$ cat src/rtl/sram_ctl_pkg.sv
`timescale 1ns/1ps
package sram_ctl_pkg;

    typedef enum logic [2:0] {
        ST_PWRUP,
        ST_IDLE,
        ST_RD_ACC,
        ST_RD_TURN,
        ST_WR_SETUP,
        ST_WR_STROBE,
        ST_WR_HOLD
    } ctl_state_e;

    // active-high view of the RAM strobes; polarity is fixed at the top
    typedef struct packed {
        logic sel;
        logic oe;
        logic we;
        logic drv;
    } strobe_t;

    function automatic int cdiv(input int num, input int den);
        return (num + den - 1) / den;
    endfunction

    function automatic int imax(input int a, input int b);
        return (a > b) ? a : b;
    endfunction

endpackage

$ cat src/rtl/sram_ctl_pwrup.sv
`timescale 1ns/1ps
module sram_ctl_pwrup #(
    parameter int CYC = 100000
) (
    input  logic clk,
    input  logic rst_n,
    output logic done
);
    localparam int W = (CYC < 2) ? 1 : $clog2(CYC + 1);

    logic [W-1:0] cnt_q;
    logic         done_q;

    always_ff @(posedge clk or negedge rst_n) begin
        if (!rst_n) begin
            cnt_q  <= '0;
            done_q <= 1'b0;
        end else if (!done_q) begin
            if (cnt_q == W'(CYC - 1)) begin
                done_q <= 1'b1;
            end else begin
                cnt_q <= cnt_q + 1'b1;
            end
        end
    end

    assign done = done_q;

endmodule

$ cat src/rtl/sram_ctl_phase_timer.sv
`timescale 1ns/1ps
module sram_ctl_phase_timer #(
    parameter int W = 4
) (
    input  logic         clk,
    input  logic         rst_n,
    input  logic         load,
    input  logic [W-1:0] load_val,
    output logic         last
);
    logic [W-1:0] cnt_q;

    // a phase loaded with N lasts N cycles; last marks its final cycle
    always_ff @(posedge clk or negedge rst_n) begin
        if (!rst_n) begin
            cnt_q <= '0;
        end else if (load) begin
            cnt_q <= load_val - 1'b1;
        end else if (cnt_q != '0) begin
            cnt_q <= cnt_q - 1'b1;
        end
    end

    assign last = (cnt_q == '0);

endmodule

$ cat src/rtl/sram_ctl_fsm.sv
`timescale 1ns/1ps
module sram_ctl_fsm
    import sram_ctl_pkg::*;
#(
    parameter int ADDR_W    = 21,
    parameter int DATA_W    = 8,
    parameter int PH_W      = 2,
    parameter int RD_CYC    = 2,
    parameter int TURN_CYC  = 1,
    parameter int SU_CYC    = 1,
    parameter int PULSE_CYC = 1,
    parameter int HOLD_CYC  = 1
) (
    input  logic              clk,
    input  logic              rst_n,
    input  logic              pwr_done,
    input  logic              tmr_last,
    output logic              tmr_load,
    output logic [PH_W-1:0]   tmr_val,
    input  logic              req_valid,
    output logic              req_ready,
    input  logic              req_write,
    input  logic [ADDR_W-1:0] req_addr,
    input  logic [DATA_W-1:0] req_wdata,
    output logic              rsp_valid,
    output logic [DATA_W-1:0] rsp_rdata,
    output strobe_t           strobe,
    output logic [ADDR_W-1:0] ram_addr,
    output logic [DATA_W-1:0] ram_wdata,
    input  logic [DATA_W-1:0] ram_rdata
);
    ctl_state_e state_q, state_nx;
    strobe_t    strobe_nx, strobe_q;
    logic       accept;
    logic       rd_capture;

    logic [ADDR_W-1:0] addr_q;
    logic [DATA_W-1:0] wdata_q, rdata_q;
    logic              rsp_q;

    assign req_ready  = (state_q == ST_IDLE);
    assign accept     = req_ready && req_valid;
    assign rd_capture = (state_q == ST_RD_ACC) && tmr_last;

    // next state and phase loading
    always_comb begin
        state_nx = state_q;
        tmr_load = 1'b0;
        tmr_val  = '0;
        unique case (state_q)
            ST_PWRUP: begin
                if (pwr_done) state_nx = ST_IDLE;
            end
            ST_IDLE: begin
                if (req_valid) begin
                    tmr_load = 1'b1;
                    if (req_write) begin
                        state_nx = ST_WR_SETUP;
                        tmr_val  = PH_W'(SU_CYC);
                    end else begin
                        state_nx = ST_RD_ACC;
                        tmr_val  = PH_W'(RD_CYC);
                    end
                end
            end
            ST_RD_ACC: begin
                if (tmr_last) begin
                    state_nx = ST_RD_TURN;
                    tmr_load = 1'b1;
                    tmr_val  = PH_W'(TURN_CYC);
                end
            end
            ST_RD_TURN: begin
                if (tmr_last) state_nx = ST_IDLE;
            end
            ST_WR_SETUP: begin
                if (tmr_last) begin
                    state_nx = ST_WR_STROBE;
                    tmr_load = 1'b1;
                    tmr_val  = PH_W'(PULSE_CYC);
                end
            end
            ST_WR_STROBE: begin
                if (tmr_last) begin
                    state_nx = ST_WR_HOLD;
                    tmr_load = 1'b1;
                    tmr_val  = PH_W'(HOLD_CYC);
                end
            end
            ST_WR_HOLD: begin
                if (tmr_last) state_nx = ST_IDLE;
            end
            default: state_nx = ST_PWRUP;
        endcase
    end

    // state register
    always_ff @(posedge clk or negedge rst_n) begin
        if (!rst_n) state_q <= ST_PWRUP;
        else        state_q <= state_nx;
    end

    // strobe decode from the state being entered, so pins line up with it
    always_comb begin
        strobe_nx = '0;
        unique case (state_nx)
            ST_RD_ACC:    begin strobe_nx.sel = 1'b1; strobe_nx.oe = 1'b1; end
            ST_WR_SETUP:  begin strobe_nx.sel = 1'b1; end
            ST_WR_STROBE: begin strobe_nx.sel = 1'b1; strobe_nx.we = 1'b1; strobe_nx.drv = 1'b1; end
            ST_WR_HOLD:   begin strobe_nx.sel = 1'b1; strobe_nx.drv = 1'b1; end
            default:      strobe_nx = '0;
        endcase
    end

    // output registers
    always_ff @(posedge clk or negedge rst_n) begin
        if (!rst_n) begin
            strobe_q <= '0;
            addr_q   <= '0;
            wdata_q  <= '0;
            rdata_q  <= '0;
            rsp_q    <= 1'b0;
        end else begin
            strobe_q <= strobe_nx;
            rsp_q    <= rd_capture;
            if (accept) begin
                addr_q  <= req_addr;
                wdata_q <= req_wdata;
            end
            if (rd_capture) rdata_q <= ram_rdata;
        end
    end

    assign strobe    = strobe_q;
    assign ram_addr  = addr_q;
    assign ram_wdata = wdata_q;
    assign rsp_valid = rsp_q;
    assign rsp_rdata = rdata_q;

endmodule

$ cat src/rtl/sram_async_ctl.sv
`timescale 1ns/1ps
module sram_async_ctl
    import sram_ctl_pkg::*;
#(
    parameter int ADDR_W   = 21,
    parameter int DATA_W   = 8,
    parameter int CLK_PS   = 10000,
    parameter int T_PWR_PS = 1000000000,
    parameter int T_AA_PS  = 12000,
    parameter int T_RC_PS  = 12000,
    parameter int T_WC_PS  = 12000,
    parameter int T_PWE_PS = 8000,
    parameter int T_SD_PS  = 6000,
    parameter int T_HZ_PS  = 6000,
    parameter int HOLD_CYC = 1
) (
    input  logic              clk,
    input  logic              rst_n,
    input  logic              req_valid,
    output logic              req_ready,
    input  logic              req_write,
    input  logic [ADDR_W-1:0] req_addr,
    input  logic [DATA_W-1:0] req_wdata,
    output logic              rsp_valid,
    output logic [DATA_W-1:0] rsp_rdata,
    output logic              sram_ce_n,
    output logic              sram_ce,
    output logic              sram_oe_n,
    output logic              sram_we_n,
    output logic [ADDR_W-1:0] sram_addr,
    output logic [DATA_W-1:0] sram_dq_o,
    output logic              sram_dq_oe,
    input  logic [DATA_W-1:0] sram_dq_i
);
    localparam int PWR_CYC   = imax(1, cdiv(T_PWR_PS, CLK_PS));
    localparam int TURN_CYC  = imax(1, cdiv(T_HZ_PS, CLK_PS));
    localparam int RD_CYC    = imax(1, imax(cdiv(T_AA_PS, CLK_PS), cdiv(T_RC_PS, CLK_PS) - TURN_CYC));
    localparam int PULSE_CYC = imax(1, imax(cdiv(T_PWE_PS, CLK_PS), cdiv(T_SD_PS, CLK_PS)));
    localparam int SU_CYC    = imax(1, cdiv(T_WC_PS, CLK_PS) - PULSE_CYC - HOLD_CYC);
    localparam int PH_MAX    = imax(imax(RD_CYC, TURN_CYC), imax(imax(SU_CYC, PULSE_CYC), HOLD_CYC));
    localparam int PH_W      = $clog2(PH_MAX + 1);

    if (HOLD_CYC < 1 || RD_CYC < 1 || TURN_CYC < 1 || PULSE_CYC < 1 || SU_CYC < 1) begin : g_bad_phase
        $error("every phase must last at least one clock cycle");
    end

    logic            pwr_done;
    logic            tmr_last;
    logic            tmr_load;
    logic [PH_W-1:0] tmr_val;
    strobe_t         strobe;

    sram_ctl_pwrup #(
        .CYC (PWR_CYC)
    ) u_pwrup (
        .clk   (clk),
        .rst_n (rst_n),
        .done  (pwr_done)
    );

    sram_ctl_phase_timer #(
        .W (PH_W)
    ) u_timer (
        .clk      (clk),
        .rst_n    (rst_n),
        .load     (tmr_load),
        .load_val (tmr_val),
        .last     (tmr_last)
    );

    sram_ctl_fsm #(
        .ADDR_W    (ADDR_W),
        .DATA_W    (DATA_W),
        .PH_W      (PH_W),
        .RD_CYC    (RD_CYC),
        .TURN_CYC  (TURN_CYC),
        .SU_CYC    (SU_CYC),
        .PULSE_CYC (PULSE_CYC),
        .HOLD_CYC  (HOLD_CYC)
    ) u_fsm (
        .clk       (clk),
        .rst_n     (rst_n),
        .pwr_done  (pwr_done),
        .tmr_last  (tmr_last),
        .tmr_load  (tmr_load),
        .tmr_val   (tmr_val),
        .req_valid (req_valid),
        .req_ready (req_ready),
        .req_write (req_write),
        .req_addr  (req_addr),
        .req_wdata (req_wdata),
        .rsp_valid (rsp_valid),
        .rsp_rdata (rsp_rdata),
        .strobe    (strobe),
        .ram_addr  (sram_addr),
        .ram_wdata (sram_dq_o),
        .ram_rdata (sram_dq_i)
    );

    assign sram_ce_n  = ~strobe.sel;
    assign sram_ce    =  strobe.sel;
    assign sram_oe_n  = ~strobe.oe;
    assign sram_we_n  = ~strobe.we;
    assign sram_dq_oe =  strobe.drv;

endmodule

$ cat config.mk
export PLATFORM = sky130hd
export DESIGN_NAME = sram_async_ctl
export DESIGN_NICKNAME = d
export VERILOG_FILES = /design/src/rtl/sram_ctl_pkg.sv /design/src/rtl/sram_ctl_pwrup.sv /design/src/rtl/sram_ctl_phase_timer.sv /design/src/rtl/sram_ctl_fsm.sv /design/src/rtl/sram_async_ctl.sv
export SDC_FILE = /design/constraint.sdc
export NUM_CORES = 1
export LEC_CHECK = 0
export CAP_MARGIN = 20
export CORE_MARGIN = 2
export CORE_UTILIZATION = 25
export CTS_BUF_LIST = sky130_fd_sc_hd__clkbuf_8
export CTS_CLUSTER_SIZE = 8
export DETAILED_ROUTE_END_ITERATION = 8
export PLACE_DENSITY = 0.51
export SLEW_MARGIN = 10
export SYNTH_ARGS = -nofsm -noshare
export SYNTH_HDL_FRONTEND = slang
export SYNTH_SLANG_ARGS = --single-unit
$ cat constraint.sdc
create_clock -name clk -period 2.3 [get_ports clk]
set_input_delay 0.23 -clock clk [delete_from_list [all_inputs] [get_ports clk]]
set_output_delay 0.23 -clock clk [all_outputs]
set_load 0.005 [all_outputs]
==> results.json <==
{
  "max_cap_viol_count": 0,
  "grt.busiest_layer": "met2",
  "skew_ns": 0.00826,
  "setup-violations-final": 0,
  "grt_pass1_vias": 2091,
  "std_cell_rows": 37,
  "grt.overflow.total": 0,
  "outcome": "finished, final reports clean",
  "drive_gt1_frac": 0.161,
  "fillers": 1054,
  "slew_violations": 0,
  "reg2regPathDepth": 5,
  "cts.sinks": 65,
  "netlist_area_um2": 2700,
  "dp_hpwl_um": 3940,
  "ys_top_cells_by_count": "dfrtp_1, nand2_1, mux2_2, nor2_1, xnor2_1",
  "start_util": 0.259,
  "met1_usage": 0.128,
  "vdd_drop_max_v": 0.000499,
  "syn_avg_cell_area_um2": 12.3,
  "finalSetupTns_ns": 0,
  "crit_arrival_ns": 1.72,
  "clkLatencyLatePin_ns": 0.34,
  "drtAntennaViolNets": 0,
  "ys_warn_count": 0,
  "ys_seq_area_frac": 0.602,
  "total_power_uw": 4640,
  "nets": 354,
  "fin_crit_ns": 1.95,
  "routed_wl_um": 5620,
  "placed_area_um2": 3720,
  "gp_congestion": 0.714,
  "whs_ns": 0.392,
  "routedWlPerCell_um": 12.4,
  "synth_top_area_cell": "dfrtp_1",
  "drc": 0,
  "clkTransAtPathRegs_ns": 0.08,
  "fmax_mhz": 512,
  "drt_iter0_markers": 83,
  "netlist_instances": 220,
  "io_buffer_count": 84,
  "p_per_area_nw_per_um2": 1180,
  "hold_class": "in -> async",
  "cts_htree_levels": 3,
  "ys_seq_elements": 65,
  "final_cell_area_um2": 3930,
  "worst_pin_slew_ns": 0.528,
  "fin_crit_sh": 0.850,
  "synthFlopType": "dfrtp_1",
  "critPathRequiredTime_ns": 2.07,
  "async_flop_share": 1.00,
  "grt_use_total": 0.105,
  "num_vias": 1922,
  "antenna_cells": 0,
  "grt_pass1_wl_um": 9600,
  "synth_nets": 262,
  "viasPerCell": 4.24,
  "cts_tree": "done",
  "crit_type": "reg -> out",
  "max_slew_margin": 0.648,
  "crit_path_end_kind": "primary output",
  "ctsResizeCount": 0,
  "grt_max_degree": 46,
  "synth.most_common_cell": "dfrtp_1",
  "p_leak_uw": 0.00166,
  "yosys-top-cells-area": "dfrtp_1, mux2_2, nand2_1",
  "cts_inserted_buffers": 9,
  "chipWidth_um": 108,
  "antenna_found_initial": 0,
  "yosysTopAreaCellShare": 0.602,
  "worstPathMaxFanout": 8,
  "grt_util_met2": 0.164,
  "postCtsSetupBuffers": 0,
  "drtPass1Iterations": 4,
  "synth-edff-count": 0,
  "cts_max_path_buffers": 2,
  "die_h_um": 108,
  "coreArea_um2": 10400,
  "crit_path_start_kind": "flip-flop",
  "layout-area-overhead-vs-synth_pct": 45.2,
  "gr-usage-met3": 0.0488,
  "die_area_um2": 11700,
  "rsz0062_at_grt": "no",
  "io_pins": 85,
  "hold_viol_final": 0,
  "yosysUniqueCellTypes": 40,
  "root_buffer": "clkbuf_8"
}
power breakdown:
| part | switching (uW) | total, uW | leakage [uW] | internal [uW] |
|---|---|---|---|---|
| clock network | 446 | 968 | 0.0000995 | 522 |
| logic | 647 | 1850 | 0.000756 | 1210 |
| registers | 266 | 1820 | 0.000808 | 1550 |
| total | 1360 | 4640 | 0.00166 | 3280 |
final timing paths:
| path | from | end | slack, ns |
|---|---|---|---|
| worst max-delay path | u_fsm.state_q[1]$_DFF_PN0_ | req_ready | 0.35 |
| worst min-delay path | rst_n | u_fsm.rsp_rdata[4]$_DFFE_PN0P_ | 0.39 |
| worst max register to register | u_pwrup.cnt_q[0]$_DFFE_PN0P_ | u_pwrup.cnt_q[1]$_DFFE_PN0P_ | 0.54 |
| worst min register to register | u_fsm.rsp_rdata[0]$_DFFE_PN0P_ | u_fsm.rsp_rdata[0]$_DFFE_PN0P_ | 0.48 |
| max in group asynchronous | rst_n | u_timer.cnt_q[0]$_DFFE_PN0P_ | 1.28 |
| min in group clk | sram_dq_i[1] | u_fsm.rsp_rdata[1]$_DFFE_PN0P_ | 0.42 |
what timing repair did:
item	CTS	global route
hold buffers	1	0
hold endpoints to repair	20	0
endpoints found under the setup margin	0	0
critical path: stages (launching register included):
cell	delay [ns]
dfrtp_1	0.48
and2b_1	0.27
nor2b_1	0.13
clkdlybuf4s50_1	0.52
cell type report:
cell class,count,area [um^2],share of cell area
Clock buffer,10,138,0.0351
Clock inverter,6,58.8,0.0150
Inverter,8,30.0,0.00765
Multi-Input combinational cell,140,1010,0.257
Sequential cell,65,1630,0.414
Tap cell,136,170,0.0434
Timing Repair Buffer,88,893,0.228
logic make-up after synthesis:
kind of cell / count (synthesis) / share of synthesized area
xor+xnor: 16 / 0.0519
compound gates: 16 / 0.0495
flops: 65 / 0.602
fa+ha+maj: 1 / 0.00463
simple gates: 76 / 0.136
buf+inv: 15 / 0.0273
mux: 31 / 0.129
state kept, by name (all words and copies together) (netlist names):
| register | flops |
|---|---|
| u_timer.cnt_q | 2 |
| u_fsm.ram_wdata | 8 |
| u_fsm.state_q | 3 |
| u_pwrup.cnt_q | 17 |
| u_fsm.ram_addr | 21 |
| u_fsm.rsp_rdata | 8 |
| u_pwrup.done | 1 |
| u_fsm.rsp_valid | 1 |
| u_fsm.strobe | 4 |
layer usage:
layer,wire (um),vias to the layer above
met2,2570,65
li1,-,931
met1,2550,924
met4,6,0
met3,493,2
met5,0,-
cells in the final DEF, fill, tap and decap left out, drive strengths merged, types with 2 or more instances in the layout:
cell / instances
a21oi: 4
clkinv: 3
clkdlybuf4s50: 83
nor2: 11
o21ai: 2
nor2b: 3
dfrtp: 65
buf: 4
nor3b: 2
nor3: 4
nand3: 8
nor4: 3
clkbuf: 10
inv: 8
mux2: 30
xnor2: 11
a32oi: 2
and3: 3
clkinvlp: 2
xor2: 5
nand2: 37
stage by stage:
stage / cells / setup WS (ns) / utilization
CTS: 453 / 0.317 / 0.377
floorplan: 220 / 0.651 / -
global route: 453 / 0.230 / 0.377
detailed placement: 436 / 0.472 / 0.357
global placement: 436 / 0.525 / 0.357
finish: 453 / 0.346 / 0.377
(Power assumes the default switching activity.)
